### src/rtl/clk_sel_pkg.sv
package clk_sel_pkg;
  localparam int FS_W    = 4;
  localparam int NUM_CLK = 25;
  localparam int NUM_SDR = 8;
  localparam int NUM_BUS = 8;
  localparam int IDX_SDR_F = NUM_SDR + NUM_BUS;
  localparam int IDX_CPU0  = IDX_SDR_F + 1;
  localparam int IDX_CPU1  = IDX_SDR_F + 2;
  localparam int IDX_APIC  = IDX_SDR_F + 3;
  localparam int IDX_V66_0 = IDX_SDR_F + 4;
  localparam int IDX_V66_1 = IDX_SDR_F + 5;
  localparam int IDX_U48_0 = IDX_SDR_F + 6;
  localparam int IDX_U48_1 = IDX_SDR_F + 7;
  localparam int IDX_SIO   = IDX_SDR_F + 8;

  typedef struct packed {
    logic [FS_W-1:0] code;
    logic            sel66;
  } freq_sel_t;
endpackage

### src/rtl/clk_strap_latch.sv
module clk_strap_latch #(
  parameter int STRAP_CYC = 8,
  parameter int W         = 5
) (
  input  logic         clk_i,
  input  logic         rst_ni,
  input  logic [W-1:0] strap_i,
  output logic [W-1:0] latched_o,
  output logic         done_o
);
  localparam int CNT_W = $clog2(STRAP_CYC + 1);
  localparam logic [CNT_W-1:0] LAST = CNT_W'(STRAP_CYC);

  logic [CNT_W-1:0] cnt_q;
  logic [W-1:0]     val_q;

  always_ff @(posedge clk_i or negedge rst_ni) begin
    if (!rst_ni) begin
      cnt_q <= '0;
      val_q <= '0;
    end else if (cnt_q != LAST) begin
      val_q <= strap_i;
      cnt_q <= cnt_q + 1'b1;
    end
  end

  assign latched_o = val_q;
  assign done_o    = (cnt_q == LAST);


  strap_hold_chk: assert property (@(posedge clk_i) disable iff (!rst_ni)
    done_o |=> ($stable(latched_o) && done_o));
endmodule

### src/rtl/clk_code_sel.sv
module clk_code_sel
  import clk_sel_pkg::*;
#(
  parameter int SET_W = 8
) (
  input  logic             clk_i,
  input  logic             rst_ni,
  input  freq_sel_t        sel_next_i,
  input  logic [SET_W-1:0] settle_i,
  output freq_sel_t        sel_o,
  output logic             pending_o
);
  freq_sel_t        sel_q;
  logic [SET_W-1:0] cnt_q;

  always_ff @(posedge clk_i or negedge rst_ni) begin
    if (!rst_ni) begin
      sel_q <= '0;
      cnt_q <= '0;
    end else begin
      sel_q <= sel_next_i;
      if (sel_next_i.code != sel_q.code) cnt_q <= settle_i;
      else if (cnt_q != '0)              cnt_q <= cnt_q - 1'b1;
    end
  end

  assign sel_o     = sel_q;
  assign pending_o = (cnt_q != '0);


  settle_start_chk: assert property (@(posedge clk_i) disable iff (!rst_ni)
    (sel_next_i.code != sel_q.code && settle_i != '0) |=> pending_o);

  settle_idle_chk: assert property (@(posedge clk_i) disable iff (!rst_ni)
    (sel_next_i.code == sel_q.code && !pending_o) |=> !pending_o);
endmodule

### src/rtl/clk_out_gate.sv
module clk_out_gate (
  input  logic clk_i,
  input  logic rst_ni,
  input  logic src_i,
  input  logic run_req_i,
  output logic gclk_o
);
  logic run_q;

  // state only moves while the source sits low
  always_ff @(posedge clk_i or negedge rst_ni) begin
    if (!rst_ni)     run_q <= 1'b0;
    else if (!src_i) run_q <= run_req_i;
  end

  assign gclk_o = src_i & run_q;


  no_runt_chk: assert property (@(posedge clk_i) disable iff (!rst_ni)
    src_i |=> $stable(run_q));

  stop_low_chk: assert property (@(posedge clk_i) disable iff (!rst_ni)
    (!run_req_i && !src_i) |=> !gclk_o);
endmodule

### src/rtl/clk_sel_ctrl.sv
module clk_sel_ctrl
  import clk_sel_pkg::*;
#(
  parameter int STRAP_CYC = 8,
  parameter int SET_W     = 8
) (
  input  logic               clk_i,
  input  logic               rst_ni,
  input  logic               pd_ni,
  input  logic [7:0]         reg0_i,
  input  logic [7:0]         reg1_i,
  input  logic [7:0]         reg2_i,
  input  logic [7:0]         reg3_i,
  input  logic [7:0]         reg4_i,
  input  logic [SET_W-1:0]   settle_i,
  input  logic [FS_W-1:0]    fs_strap_i,
  input  logic               sel66_strap_i,
  input  logic [NUM_CLK-1:0] src_clk_i,
  output logic [FS_W-1:0]    code_o,
  output logic               sel66_o,
  output logic               ss_en_o,
  output logic               ss_down_o,
  output logic               oe_o,
  output logic               pending_o,
  output logic [NUM_CLK-1:0] gclk_o
);
  localparam int STRAP_W = FS_W + 1;

  logic [STRAP_W-1:0] strap_q;
  logic               strap_done;
  freq_sel_t          sel_next, sel_cur;
  logic [NUM_CLK-1:0] en_vec, run_req;
  logic               sw_mode;
  logic               unused_bits;

  assign unused_bits = ^{reg1_i[7:5], reg4_i[7], reg4_i[4], reg4_i[2]};

  clk_strap_latch #(.STRAP_CYC(STRAP_CYC), .W(STRAP_W)) u_strap (
    .clk_i     (clk_i),
    .rst_ni    (rst_ni),
    .strap_i   ({fs_strap_i, sel66_strap_i}),
    .latched_o (strap_q),
    .done_o    (strap_done)
  );

  assign sw_mode = reg0_i[3];

  always_comb begin
    if (sw_mode) begin
      sel_next.code  = {reg0_i[2], reg0_i[6:4]};
      sel_next.sel66 = reg1_i[1];
    end else begin
      sel_next.code  = strap_q[STRAP_W-1:1];
      sel_next.sel66 = strap_q[0];
    end
  end

  clk_code_sel #(.SET_W(SET_W)) u_code (
    .clk_i      (clk_i),
    .rst_ni     (rst_ni),
    .sel_next_i (sel_next),
    .settle_i   (settle_i),
    .sel_o      (sel_cur),
    .pending_o  (pending_o)
  );

  assign code_o    = sel_cur.code;
  assign sel66_o   = sel_cur.sel66;
  assign ss_en_o   = reg0_i[1];
  assign ss_down_o = reg0_i[7];
  assign oe_o      = ~reg0_i[0];

  always_comb begin
    en_vec                    = '0;
    en_vec[NUM_SDR-1:0]       = reg2_i;
    en_vec[IDX_SDR_F-1:NUM_SDR] = reg3_i;
    en_vec[IDX_SDR_F]         = reg1_i[0];
    en_vec[IDX_CPU0]          = reg4_i[0];
    en_vec[IDX_CPU1]          = reg4_i[1];
    en_vec[IDX_APIC]          = reg4_i[3];
    en_vec[IDX_V66_0]         = reg4_i[5];
    en_vec[IDX_V66_1]         = reg4_i[6];
    en_vec[IDX_U48_0]         = reg1_i[3];
    en_vec[IDX_U48_1]         = reg1_i[2];
    en_vec[IDX_SIO]           = reg1_i[4];
  end

  assign run_req = en_vec & {NUM_CLK{pd_ni}};

  for (genvar k = 0; k < NUM_CLK; k++) begin : g_gate
    clk_out_gate u_gate (
      .clk_i     (clk_i),
      .rst_ni    (rst_ni),
      .src_i     (src_clk_i[k]),
      .run_req_i (run_req[k]),
      .gclk_o    (gclk_o[k])
    );
  end


  sw_code_chk: assert property (@(posedge clk_i) disable iff (!rst_ni)
    sw_mode |=> code_o == $past({reg0_i[2], reg0_i[6:4]}));

  hw_code_chk: assert property (@(posedge clk_i) disable iff (!rst_ni)
    (!sw_mode && strap_done) |=> code_o == $past(strap_q[STRAP_W-1:1]));
endmodule

### config.mk
export PLATFORM = sky130hd
export DESIGN_NAME = clk_sel_ctrl
export DESIGN_NICKNAME = d
export VERILOG_FILES = /design/src/rtl/clk_sel_pkg.sv /design/src/rtl/clk_strap_latch.sv /design/src/rtl/clk_code_sel.sv /design/src/rtl/clk_out_gate.sv /design/src/rtl/clk_sel_ctrl.sv
export SDC_FILE = /design/constraint.sdc
export NUM_CORES = 1
export LEC_CHECK = 0
export ABC_AREA = 0
export BUFFER_PORTS_ARGS = -buffer_cell sky130_fd_sc_hd__buf_4
export CAP_MARGIN = 15
export CORE_ASPECT_RATIO = 0.5
export CORE_MARGIN = 5
export CORE_UTILIZATION = 47
export DETAILED_ROUTE_END_ITERATION = 10
export GPL_TIMING_DRIVEN = 0
export PLACE_DENSITY = 0.82
export REMOVE_ABC_BUFFERS = 1
export SLEW_MARGIN = 20
export SYNTH_ARGS = -nofsm -noshare
export SYNTH_HDL_FRONTEND = slang
export SYNTH_HIERARCHICAL = 1
export SYNTH_SLANG_ARGS = --single-unit
### constraint.sdc
create_clock -name clk_i -period 1.8 [get_ports clk_i]
set_input_delay 0.18 -clock clk_i [delete_from_list [all_inputs] [get_ports clk_i]]
set_output_delay 0.18 -clock clk_i [all_outputs]
set_load 0.02 [all_outputs]
# == Word level (Yosys, flattened, before mapping) ==
# Index checks and enable logic that the tools add are counted.
# word_totals
ff_bits,47
wordCells,66
in_bits,81
# op_classes
mux,3
n_reduce_logical,2
n_bitwise,27
n_addsub,2
n_eq_ne,2
# op_table
operator,count
$and A1 B1 Y1,25
$and A25 B25 Y25,1
$mux W8,2
$reduce_bool A8 Y1,1
$sub A8 B1 Y8 const B,1
$mux W5,1
$add A4 B1 Y4 const B,1
$ne A4 B4 Y1,1
$ne A4 B4 Y1 const B,1
$reduce_bool A2 Y1,1
$not A1 Y1,1

# == Depth between registers and ports, before layout ==
# Gate-level depths: netlist of run 1.
# logic_depth
word_depth,3
mapped_depth,7

# == Hierarchy ==
# Netlist of run 1, hierarchy kept.
# by_module_without_submodules
mod,cells_per_inst,instances,area_per_inst_um2
clk_out_gate,3,25,47.5
clk_code_sel,61,1,638.1
clk_strap_latch,26,1,391.6
clk_sel_ctrl,35,1,254.0

# == Least setup slack after synthesis of run 1 ==
# OpenSTA, ideal clock, no wires.
# synth_path
kind,reg2reg
start,reg u_code.cnt_q[3]
end,reg u_code.cnt_q[1]
t_arrival_ps,1390
synth_period_minus_slack_ps,1515
n_path_buf,1
slack_ps,285
setup_time_ps,125
stages_incl_launch_ff,7
path_cell_list,dfrtp_1 nor4_2 and3_1 buf_6 inv_4 mux2i_1 mux2_2
# synth_via
elab_chain_cells,2
# synth_rtl
element,line_no,source
from (decl),clk_code_sel.sv:14,logic [SET_W-1:0] cnt_q;
from (signal assigned),clk_code_sel.sv:22,if (sel_next_i.code != sel_q.code) cnt_q <= settle_i;
from (signal assigned),clk_code_sel.sv:23,else if (cnt_q != '0) cnt_q <= cnt_q - 1'b1;
$reduce_bool A8 Y1,--,
via pending_o,clk_sel_ctrl.sv:24,"output logic pending_o,"
$reduce_bool A2 Y1 (no source line),--,
# The timed path passes the listed nets, and every way through them passes these cells.
# A chain may end at the register's enable or synchronous reset.

# == Worst setup path in the final report of run 1 ==
# layout_path
start,reg u_code.cnt_q[3]
end,out pending_o
# layout_via
elab_chain_cells,1
# layout_rtl
element,line_no,source
$reduce_bool A8 Y1,clk_code_sel.sv:28,assign pending_o = (cnt_q != '0);
to (decl),clk_sel_ctrl.sv:24,
# Every way passes these cells.

==> results of run 1 <==
==> cell type report <==
cell class                 instances  area share
multi-input combinational        137      0.3543
sequential                        47      0.3416
tap                               70     0.02544
clock buffer                       5     0.01999
inverter                           6    0.007267
clock inverter                     2     0.01090
timing repair buffer             110      0.2406
==> registers in the layout, indices dropped and copies added (netlist names) <==
register	flops
u_strap/latched_o	5
u_code/cnt_q	8
u_code/sel_o	5
g_gate.u_gate/run_q	25
u_strap/cnt_q	4
==> report_power, final <==
part / total (mW) / internal (mW) / switching (mW)
registers: 1.19 / 1.14 / 0.0550
clock network: 0.760 / 0.406 / 0.353
logic: 0.532 / 0.320 / 0.212
total: 2.48 / 1.86 / 0.621
==> worst paths after layout <==
kind,to,depth (start not counted)
max,pending_o,4
min,u_code/cnt_q[6]$_DFFE_PN0P_,3
max reg2reg,u_code/cnt_q[0]$_DFFE_PN0P_,6
min reg2reg,g_gate[17].u_gate/run_q$_DFFE_PN0N_,1
max in group asynchronous,g_gate[24].u_gate/run_q$_DFFE_PN0N_,2
min in group asynchronous,g_gate[20].u_gate/run_q$_DFFE_PN0N_,2
==> routing by layer <==
layer  vias to the layer above  global-route usage  part of all wire
li1                        863                   -                 -
met1                       864              0.1911              0.40
met2                        35              0.3378              0.55
met3                         5             0.03631             0.039
met4                         0             0.04110            0.0081
met5                         -                   0                 0
==> stage by stage <==
stage / worst slack (ns) / instance area, um2
5_1_grt: 0.02061 / 3443
2_1_floorplan: 0.2244 / 2416
3_3_place_gp: -0.01961 / 3284
3_5_place_dp: -0.06522 / 3284
6_report: 0.09098 / 3443
4_1_cts: 0.03956 / 3417
==> critical path, stage by stage, from the launching register on <==
cell and delay (ns):
dfrtp_1 0.44, nor4_2 0.34, and3_4 0.27, inv_4 0.04
buf_4 0.15
==> repair_timing <==
item	in CTS	in global routing
gates resized for setup	1	1
setup endpoints to repair	6	1
buffers inserted	2	3
hold endpoints to repair	47	0
gates cloned	0	0
pin swaps	1	1
hold buffers	1	0
==> run metrics, run 1 <==
final WL between 5 and 6 mm; final non-filler cell total between 300 and 400; Tcrit/Tclk final 0.9495; Hold Violations, Final 0; Worst-Margin Slew slightly below 0.6 ns; Leak Pwr between 1.5 and 2 nW; most common cell after layout, fill and taps aside buf_4; most frequent cells in the layout buf_4 (109), dfrtp_1 (47), and2_1 (25), and2_2 (25), mux2_4 (25); top-level I/O count roughly 120; die area just under 7000 um2; RSZ-0062 raised after global routing false; initial antenna violation count 0; first-pass detailed-route iteration total 4; Fill cells 388; Hold/Removal Path Class input pin to flop; register area around 1200 um2; PD cells 721.5 nW/um2; worst setup path startpoint u_code/cnt_q[3]$_DFFE_PN0P_; DR vias approximately 1800; WL per Instance 14.42 um; 1st-iter DRT viols 39; crit start category flop; # setup viols final 0; WHS about 0.086 ns; number of diodes 0; first-pass GRT wire length between 9 and 10 mm; crit path time final around 1.7 ns; CP Class flop to output pin; port bufs around 100; Critical Path End Type output pin; Layout area overhead 39.48%; Routed Antenna Nets 0; Synth Instances roughly 200; Max Fclk slightly below 600 MHz; Final HPWL DP roughly 4.3 mm; worst-path maximum fanout 4; status finished, final reports clean; CTS tree done; grt ovf 0; clk_skew about 0.0043 ns; Reg clk slew, reported paths around 0.090 ns; share of layout cells above drive strength 1 0.5961; setup slack, reg-to-reg around 0.23 ns; Slew headroom 0.6097; Vias/cell ~4.7; WP data arrival roughly 1.5 ns; Data required, critical path about 1.6 ns; Max-cap violations 0; number of global-route vias before repair approximately 2000; Remaining DRCs 0; largest net degree at the start of global routing 48; Hold Startpoint settle_i[6]; final net count between 300 and 400; insertion delay to the later sink of the worst-skew pair 0.30 ns; YS warnings 6; Starting Density 0.4937; syn_area_per_cell around 13 um2; Rows 18; H-tree level count 2; clk buf depth 2; core box area 5000 um2; setup TNS 0 ns; Horiz. Die Dim approximately 110 um; Sink Count 47; Multi-input gate area 1220 um2; CTS Buf Count 5; Placed Cells about 360; reg-to-reg startpoint u_code/cnt_q[3]$_DFFE_PN0P_; root buf cell clkbuf_8; final core occ 0.6887; total power around 2.5 mW; fin. max-slew vios 0; Final GP Congestion between 0.8 and 0.9; chip height 61.25 um; Mapped Area between 2000 and 2500 um2; maximum VDD drop about 0.00048 V; gr usage total 0.1690
(Power assumes the default switching activity.)
==> run 2: changes to the inputs <==
--- a/config.mk
+++ b/config.mk
@@ -12,7 +12,6 @@
 export CORE_MARGIN = 5
 export CORE_UTILIZATION = 47
 export DETAILED_ROUTE_END_ITERATION = 10
-export GPL_TIMING_DRIVEN = 0
 export PLACE_DENSITY = 0.82
 export REMOVE_ABC_BUFFERS = 1
 export SLEW_MARGIN = 20
==> run metrics, run 2 (same netlist as run 1, synthesis figures left out) <==
status finished, final reports clean; largest net degree at the start of global routing 48 (unchanged); clk_skew 0.004729 ns (+0.0004755 ns); Top Registers g_gate.u_gate/run_q: 25 flops, u_code/cnt_q: 8 flops; Final HPWL DP 4.253 mm (-0.63%); PD cells 698.7 nW/um2 (-3.2%); Leak Pwr 1.729 nW (-0.97%); Rows 18 (unchanged); Layout area overhead 38.11%; grt ovf 0 (unchanged); Vias/cell 4.797 (+2.4%); WP data arrival 1.53 ns (about the same); Starting Density 0.4937 (unchanged); Multi-input gate area 1220 um2 (unchanged); crit path time final 1.714 ns (+0.005444 ns); Routed Antenna Nets 0 (unchanged); Max Fclk 583.3 MHz (-0.32%); insertion delay to the later sink of the worst-skew pair 0.30 ns (about the same); Remaining DRCs 0 (unchanged); number of global-route vias before repair 1976 (-2.7%); final WL 5.482 mm (+0.81%); chip height 61.25 um (unchanged); initial antenna violation count 0 (unchanged); worst-path maximum fanout 4 (unchanged); Fill cells 385 (-0.77%); 1st-iter DRT viols 29 (-26%); Horiz. Die Dim 112.5 um (unchanged); WL per Instance 14.62 um (+1.3%); die area 6889 um2 (unchanged); Data required, critical path 1.62 ns (about the same); CP Class flop to output pin; fin. max-slew vios 0 (unchanged); most frequent cells in the layout buf_4 (106), dfrtp_1 (47), and2_1 (25), and2_2 (25), mux2_4 (25); Slew headroom 0.6043 (-0.005362); first-pass detailed-route iteration total 4 (unchanged); most common cell after layout, fill and taps aside buf_4; share of layout cells above drive strength 1 0.5902 (-0.005927); setup TNS 0 ns (unchanged); crit start category flop; Max-cap violations 0 (unchanged); Critical Path End Type output pin; CTS tree done; Largest Register g_gate.u_gate/run_q; final net count 389 (-0.77%); gr usage total 0.1662 (-0.002820); Tcrit/Tclk final 0.9525 (+0.003024); register area 1176 um2 (unchanged); number of diodes 0 (unchanged); first-pass GRT wire length 8.914 mm (-3.0%); RSZ-0062 raised after global routing false; Hold/Removal Path Class input pin to flop; Hold Violations, Final 0 (unchanged); Final GP Congestion 0.8126 (about the same); core box area 5000 um2 (unchanged); root buf cell clkbuf_8; maximum VDD drop 0.0003398 V (-29%); port bufs 104 (unchanged); H-tree level count 2 (unchanged); Largest register FFs 25 (unchanged); clk buf depth 2 (unchanged); # setup viols final 0 (unchanged); Worst-Margin Slew 0.5936 ns (+0.008044 ns); Reg clk slew, reported paths 0.09 ns (about the same); DR vias 1799 (+1.8%); top-level I/O count 115 (unchanged); Sink Count 47 (unchanged); CTS Buf Count 5 (unchanged); final core occ 0.6819 (-0.006757)
-- run 2: changes by cell type in the layout (fill, tap and decap cells not counted), sizes merged --
cell      delta
buf          -3
clkbuf       +2
bufinv       -1
clkinv       +1
clkinvlp     -1
-- run 2: timing repair --
action | CTS | global route
endpoints found under the setup margin | 0 | 1
hold buffers | 1 | 0
buffers inserted | 0 | 0
hold endpoints to repair | 47 | 0
resized for setup | 0 | 1
-- run 2: power breakdown --
part | switching, mW | total [mW] | leakage [nW] | internal, mW
logic | 0.211 | 0.529 | 1.10 | 0.318
registers | 0.0541 | 1.19 | 0.583 | 1.14
clock network | 0.346 | 0.661 | 0.0484 | 0.315
total | 0.612 | 2.38 | 1.73 | 1.77
-- run 2: worst paths after layout --
check / start / end / slack [ns] / cells after the start
max: u_code/cnt_q[3]$_DFFE_PN0P_ / pending_o / 0.09 / 4
min: settle_i[7] / u_code/cnt_q[7]$_DFFE_PN0P_ / 0.08 / 3
max reg2reg: u_code/cnt_q[3]$_DFFE_PN0P_ / u_code/cnt_q[1]$_DFFE_PN0P_ / 0.24 / 5
min reg2reg: g_gate[21].u_gate/run_q$_DFFE_PN0N_ / g_gate[21].u_gate/run_q$_DFFE_PN0N_ / 0.51 / 1
max in group asynchronous: rst_ni / g_gate[4].u_gate/run_q$_DFFE_PN0N_ / 0.96 / 2
min in group asynchronous: rst_ni / g_gate[20].u_gate/run_q$_DFFE_PN0N_ / 0.43 / 2
-- run 2: final cells by class --
cell class | count | share of cell area
multi-input combinational | 137 | 0.3578
clock inverter | 1 | 0.002569
sequential | 47 | 0.3450
timing repair buffer | 107 | 0.2363
inverter | 6 | 0.007339
clock buffer | 7 | 0.02532
tap | 70 | 0.02569
-- run 2: critical path, cell delays in order, from the launching register on --
cell and delay, ns:
dfrtp_1 0.43, nor4_2 0.34, and3_4 0.27, inv_4 0.04
buf_4 0.15
-- run 2: per-layer routing --
metal / global-route usage / vias to the layer above / part of all wire
li1: - / 860 / -
met1: 0.1813 / 891 / 0.38
met2: 0.3285 / 41 / 0.57
met3: 0.03533 / 7 / 0.041
met4: 0.06678 / 0 / 0.013
met5: 0 / - / 0
-- run 2: per-stage QoR --
stage               hold slack [ns]  total power, mW  cell area, um2  std cells  worst slack (ns)
floorplan                   -0.1156            1.475            2416        190            0.2244
global placement             0.2248            1.725            3299        366            0.2762
detailed placement           0.2284            1.741            3299        366            0.2423
CTS                         0.07377            2.413            3405        375           0.08581
global route                0.08068            2.522            3410        375           0.01586
finish                      0.08005            2.382            3410        375           0.08554
